[src/rtl/adc_seq_ctrl.sv]
`timescale 1ns/1ps
module adc_seq_ctrl #(
  parameter int CH_W     = 3,
  parameter int NORM_CYC = 13,
  parameter int INIT_CYC = 25
) (
  input  logic            clk,
  input  logic            rst_n,
  input  logic            adc_tick,
  input  logic            bus_wr,
  input  logic            bus_rd,
  input  logic [1:0]      bus_addr,
  input  logic [7:0]      bus_wdata,
  output logic [7:0]      bus_rdata,
  input  logic [9:0]      conv_value,
  output logic [CH_W-1:0] chan_sel,
  output logic            irq
);
  localparam int CNT_W = $clog2(INIT_CYC);
  localparam logic [CNT_W-1:0] NORM_LAST = CNT_W'(NORM_CYC - 1);
  localparam logic [CNT_W-1:0] INIT_LAST = CNT_W'(INIT_CYC - 1);
  localparam int B_EN = 0, B_GO = 1, B_FR = 2, B_DONE = 3, B_IE = 4, B_LADJ = 5;

  logic en_q, fr_q, flag_q, ie_q, ladj_q, busy_q, init_q, long_q, lock_q;
  logic [CNT_W-1:0] cnt_q;
  logic [9:0]       res_q;
  logic [CH_W-1:0]  ch_req_q, ch_act_q;

  logic wr_ctrl, wr_chan, rd_lo, rd_hi;
  logic en_nxt, init_nxt, cnt_last, done, store, start;
  logic [CH_W-1:0] ch_nxt;

  assign wr_ctrl  = bus_wr && bus_addr == 2'd0;
  assign wr_chan  = bus_wr && bus_addr == 2'd1;
  assign rd_lo    = bus_rd && bus_addr == 2'd2;
  assign rd_hi    = bus_rd && bus_addr == 2'd3;
  assign en_nxt   = wr_ctrl ? bus_wdata[B_EN] : en_q;
  assign init_nxt = (en_nxt && !en_q) || (init_q && en_nxt);
  assign cnt_last = cnt_q == (long_q ? INIT_LAST : NORM_LAST);
  assign done     = busy_q && adc_tick && cnt_last && en_nxt;
  assign store    = done && !lock_q;
  assign start    = !busy_q && wr_ctrl && bus_wdata[B_GO] && en_nxt;
  assign ch_nxt   = wr_chan ? bus_wdata[CH_W-1:0] : ch_req_q;

  always_ff @(posedge clk) begin
    if (!rst_n) begin
      en_q <= 1'b0; fr_q <= 1'b0; ie_q <= 1'b0; ladj_q <= 1'b0;
      flag_q <= 1'b0; init_q <= 1'b0; lock_q <= 1'b0;
      res_q <= '0; ch_req_q <= '0; ch_act_q <= '0;
    end else begin
      en_q   <= en_nxt;
      init_q <= start ? 1'b0 : init_nxt;
      if (wr_ctrl) begin
        fr_q   <= bus_wdata[B_FR];
        ie_q   <= bus_wdata[B_IE];
        ladj_q <= bus_wdata[B_LADJ];
      end
      if (store) flag_q <= 1'b1;
      else if (wr_ctrl && bus_wdata[B_DONE]) flag_q <= 1'b0;
      if (store) res_q <= conv_value;
      if (rd_lo) lock_q <= 1'b1;
      else if (rd_hi) lock_q <= 1'b0;
      ch_req_q <= ch_nxt;
      if (!busy_q || done) ch_act_q <= ch_nxt;
    end
  end

  always_ff @(posedge clk) begin
    if (!rst_n) begin
      busy_q <= 1'b0; cnt_q <= '0; long_q <= 1'b0;
    end else if (!en_nxt) begin
      busy_q <= 1'b0; cnt_q <= '0;
    end else if (done) begin
      busy_q <= fr_q; cnt_q <= '0; long_q <= 1'b0;
    end else if (start) begin
      busy_q <= 1'b1; cnt_q <= '0; long_q <= init_nxt;
    end else if (busy_q && adc_tick) begin
      cnt_q <= cnt_q + 1'b1;
    end
  end

  logic [7:0] ch_rd;
  always_comb begin
    ch_rd = '0;
    ch_rd[CH_W-1:0] = ch_req_q;
  end

  always_comb begin
    case (bus_addr)
      2'd0:    bus_rdata = {2'b00, ladj_q, ie_q, flag_q, fr_q, busy_q, en_q} & 8'hFF;
      2'd1:    bus_rdata = ch_rd;
      2'd2:    bus_rdata = ladj_q ? {res_q[1:0], 6'b0} : res_q[7:0];
      default: bus_rdata = ladj_q ? res_q[9:2] : {6'b0, res_q[9:8]};
    endcase
    if (bus_addr == 2'd0)
      bus_rdata = {2'b00, ladj_q, ie_q, flag_q, fr_q, busy_q, en_q};
  end

  assign chan_sel = ch_act_q;
  assign irq      = flag_q && ie_q;
endmodule


[config.mk]
export PLATFORM = sky130hd
export DESIGN_NAME = adc_seq_ctrl
export DESIGN_NICKNAME = d
export VERILOG_FILES = /design/src/rtl/adc_seq_ctrl.sv
export SDC_FILE = /design/constraint.sdc
export NUM_CORES = 1
export LEC_CHECK = 0
export ABC_AREA = 1
export BUFFER_PORTS_ARGS = -buffer_cell sky130_fd_sc_hd__buf_2
export CORE_MARGIN = 1.5
export CORE_UTILIZATION = 40
export DETAILED_ROUTE_END_ITERATION = 8
export PLACE_DENSITY_LB_ADDON = 0.12
export SYNTH_ARGS = -nofsm -noshare
export SYNTH_HDL_FRONTEND = slang
export SYNTH_SLANG_ARGS = --single-unit
[constraint.sdc]
create_clock -name clk -period 2.9 [get_ports clk]
set_input_delay 0.29 -clock clk [delete_from_list [all_inputs] [get_ports clk]]
set_output_delay 0.29 -clock clk [all_outputs]
set_load 0.005 [all_outputs]
# == Word-level counts from Yosys, hierarchy flattened ==
# Cells that the tools add are included.
# totals
register_bits,30
inputBits,25
out_inout_bits,12
word_cells,63
# op_classes
add_sub_neg,1
n_eq_ne,4
n_mux,15
n_bitwise,2
n_reduce_logical,28
# op_table
cell,count
two-way mux 8 bit,3
case mux 8 bit (2 select lines),1
logical AND 1 bit,15
two-way mux 1 bit,9
nonzero test 2 bit,3
"adder 5 x 1 -> 5 bit, second input constant",1
== test 5 bit,1
two-way mux 5 bit,1
"== test 2 bit, second input constant",2
AND reduction 2 bit,2
OR reduction 4 bit,1
logical NOT 1 bit,3
two-way mux 3 bit,1
"== test 2 x 1 -> 1 bit, second input constant",1
logical NOT 2 bit,1
logical OR 1 bit,2
NOT 1 bit,2
OR reduction 2 bit,1

# == Logic depth before layout (Yosys ltp) ==
# logic_depth
depth_word,7
mapped_depth,12
ltp_nobuf,10

# == Least setup slack after synthesis ==
# OpenSTA, ideal clock, no wires.
# synth_path
path_type,input to register
from,in bus_addr[0]
to,reg res_q[2]
setup_ps,115
t_arrival_ps,1339
required_time_ps,2785
slack_ps,1446
path_stages,12
path_buffers,2
cell_sequence,inv_1 -> ha_1 -> buf_6 -> nand2_4 -> nand2_1 -> nand2_1 -> nand2_2 -> nor2_4 -> buf_6 -> nand3_1 -> nand2_1 -> nor2_1
# synth_between
elab_chain_cells,5
# synth_lines
item,line,rtl
from (decl),12,"input logic [1:0] bus_addr,"
logical NOT 2 bit,33,assign wr_ctrl = bus_wr && bus_addr == 2'd0;
logical AND 1 bit,33,
two-way mux 1 bit,37,assign en_nxt = wr_ctrl ? bus_wdata[B_EN] : en_q;
logical AND 1 bit,40,assign done = busy_q && adc_tick && cnt_last && en_nxt;
logical AND 1 bit,41,assign store = done && !lock_q;
to (signal assigned),60,if (store) res_q <= conv_value;
to (decl),26,logic [9:0] res_q;
# Every way passes these cells.
# A chain may end at the register's enable or synchronous reset.

# == Worst setup path after layout ==
# layout_path
from,reg ladj_q
to,out bus_rdata[4]
# layout_between
elab_chain_cells,3
elab_cells_between_ends,4
cone_classes,mux (4)
# layout_lines
item,line,rtl
from (decl),24,"logic en_q, fr_q, flag_q, ie_q, ladj_q, busy_q, init_q, long_q, lock_q;"
from (signal assigned),56,ladj_q <= bus_wdata[B_LADJ];
"two-way mux 8 bit, on equally long branches","93, 92",
case mux 8 bit (2 select lines) *,89,case (bus_addr)
two-way mux 8 bit *,95,if (bus_addr == 2'd0)
to (decl),14,"output logic [7:0] bus_rdata,"
# Every way passes the cells marked *; elsewhere a longest branch is shown, timed or not.

==> results.cfg <==
[run_status]
outcome = finished clean

[pwr]
swShare_pct = 22.0
p_switching_mw = 0.233
vdd_ir_drop_max_v = 0.000216
power_density_mw_per_mm2 = 526
combPwrFrac_pct = 9.7
p_leak_nw = 0.971
pwr-share-seq_pct = 40.2
pwr-share-clk_pct = 50.1
intPower_mw = 0.827

[cts]
postCtsHoldBufs = 0
cts.clk_slew.worst_paths_ns = 0.07
cts_max_level = 2
cts_setup_buffers = 0
cts_inserted_buffers = 5
cts_tree = yes
post_cts_resized = 0
clock-sinks = 30
cts_root_buf = clkbuf_8
clk_latency_ns = 0.28
cts.path.max_buffers = 2

[floorplanning]
start_util_pct = 42.0
num_rows = 23
die_h_um = 68.3
coreArea_mm2 = 0.00406
die_w_um = 68.3
ios = 37
dieArea_mm2 = 0.00466

[yosys]
synth_edf_count = 0
synth.cell_area_mm2 = 0.00170
synthArstFlopShare_pct = 0
synth-main-ff-cell = dfxtp_1
syn_avg_cell_area_um2 = 6.61
synth_top_area_share_pct = 35.2
synthDistinctLibCells = 26
synth_cells = 258
yosys-top-cells-count = nand2_1 (53), inv_1 (45), nor2_1 (35), dfxtp_1 (30), nand3_1 (25)
ys_seq_area_share_pct = 35.2
yosys.cell_count.top_type = nand2_1
yosys.area.top_type = dfxtp_1
ys_ff_latch = 30
yosys_warnings = 0
synthTopCellsByArea = dfxtp_1 (35%), nand2_1 (12%), inv_1 (9.9%), nor2_1 (7.7%), nand3_1 (7.3%)
synth_fp_nets = 289

[timing]
tns_ns = 0
min_period_over_period_pct = 71.9
drv_slew = 0
slew_headroom_pct = 56.3
final-setup-viol-count = 0
fmax_mhz = 479
rsz0062_at_grt = no
worst_slack_ns = 0.814
hold_viol = 0
worst_pin_slew_ns = 0.655
clock_skew_ns = 0.00872
min_period_ns = 2.09

[setup_path]
regToRegSetupSlack_ns = 1.19
required_ns = 2.61
r2r_cells = 9
rr_startpoint = cnt_q[0]
crit_arrival_ns = 1.80
path_max_fanout = 10
reg2reg_to = cnt_q[1]
critPathKind = reg2out
startpoint_type = flop
crit_path_end_kind = primary output

[place]
port_buffers = 34
gp_congestion = 0.842
dp_slack_ns = 0.742
placed_cell_area_mm2 = 0.00187
post-dp-hpwl_mm = 2.81

[cells_and_area]
final_area_mm2 = 0.00201
syn_to_final_growth_pct = 18.2
antenna_cells = 0
nFillCells = 425
layout-drive-gt1-share_pct = 17.5
nets = 322

[hold_path]
hold_start = bus_rd
hp-class = in2reg
hold_depth = 3
hold_end = lock_q

[routing]
via_count = 1595
routedWlPerCell_um = 11.1
drt_iter0_drc = 109
viasPerCell = 4.66
firstDrtPassIters = 4
drc_errors = 0
wl_mm = 3.81
ant_nets = 0

[global_route]
grt_pass1_vias = 1330
grtUsageTotal_pct = 18.3
grt_pass1_wl_mm = 6.27
grt_overflow = 0
grt_max_degree = 26
antenna_found_initial = 0

[flow_run]
drv_cap = 0
-- metal layers --
layer	GRT usage [%]	share of wire, %	vias to the layer above
li1	-	-	874
met1	26.0	51	680
met2	25.6	41	37
met3	5.76	6.8	4
met4	6.75	0.94	0
met5	0	0	-
-- worst max-delay path, cell delays in order (launching register included) --
cell      delay [ns]
dfxtp_1         0.50
clkinv_1        0.31
nor2_1          0.28
nand2_1         0.09
a31oi_1         0.20
buf_2           0.14
-- layout by cell type (no fill, tap or decap), drive strengths merged --
cell / n
nand2: 57
inv: 45
nor2: 37
buf: 34
dfxtp: 30
nand3: 25
a21oi: 20
o21ai: 14
ha: 6
clkbuf: 6
a31oi: 3
nor3: 3
xor2: 3
o211ai: 2
bufinv: 2
clkinv: 1
a32oi: 1
a22oi: 1
nor4: 1
xnor2: 1
-- cell type report --
| type | instances | area, um^2 | area share, % |
|---|---|---|---|
| Clock inverter | 2 | 60.1 | 2.98 |
| Timing Repair Buffer | 34 | 170 | 8.45 |
| Inverter | 46 | 173 | 8.57 |
| Sequential cell | 30 | 601 | 29.8 |
| Tap cell | 50 | 62.6 | 3.11 |
| Clock buffer | 6 | 82.6 | 4.10 |
| Multi-Input combinational cell | 174 | 866 | 43.0 |
-- registers in the layout, summed over array words and instances, names as in the netlist --
signal	count
busy_q	1
ch_req_q	3
chan_sel	3
cnt_q	5
en_q	1
flag_q	1
fr_q	1
ie_q	1
init_q	1
ladj_q	1
lock_q	1
long_q	1
res_q	10
-- worst max-delay path by stage --
stage               cells after the start            to  slack (ns)   startpoint
finish                                  5  bus_rdata[4]        0.81       ladj_q
floorplan                              12      res_q[2]        1.45  bus_addr[0]
global route                            5  bus_rdata[4]        0.67       ladj_q
global placement                       10      cnt_q[4]        0.73  bus_addr[0]
CTS                                     5  bus_rdata[2]        0.83       ladj_q
detailed placement                     10      cnt_q[3]        0.74  bus_addr[0]
-- cells by family (layout without fill, tap and decap cells) --
| family | Yosys count | after routing | synth area share [%] |
|---|---|---|---|
| AO/OA/AOI/OAI | 41 | 41 | 13.6 |
| XOR/XNOR | 4 | 4 | 2.06 |
| adder cells (fa/ha/maj) | 6 | 6 | 4.41 |
| buffers and inverters | 54 | 88 | 13.9 |
| flip-flops | 30 | 30 | 35.2 |
| AND/OR/NAND/NOR | 123 | 123 | 30.8 |
-- power by group through the flow --
stage / clock (mW) / combinational (mW) / sequential [mW]
after floorplan: 0 / 0.0672 / 0.434
after global placement: 0 / 0.103 / 0.435
after detailed placement: 0 / 0.103 / 0.435
after CTS: 0.543 / 0.103 / 0.426
after global routing: 0.560 / 0.118 / 0.427
final: 0.531 / 0.103 / 0.426
-- stage by stage --
stage	hold slack [ns]	instances	power, mW	utilization [%]
floorplan	0.439	258	0.501	-
global placement	0.459	334	0.538	46.1
detailed placement	0.458	334	0.538	46.1
CTS	0.261	342	1.07	49.6
global route	0.267	342	1.10	49.6
finish	0.266	342	1.06	49.6
Note: power is estimated with default switching activity, not from simulation.
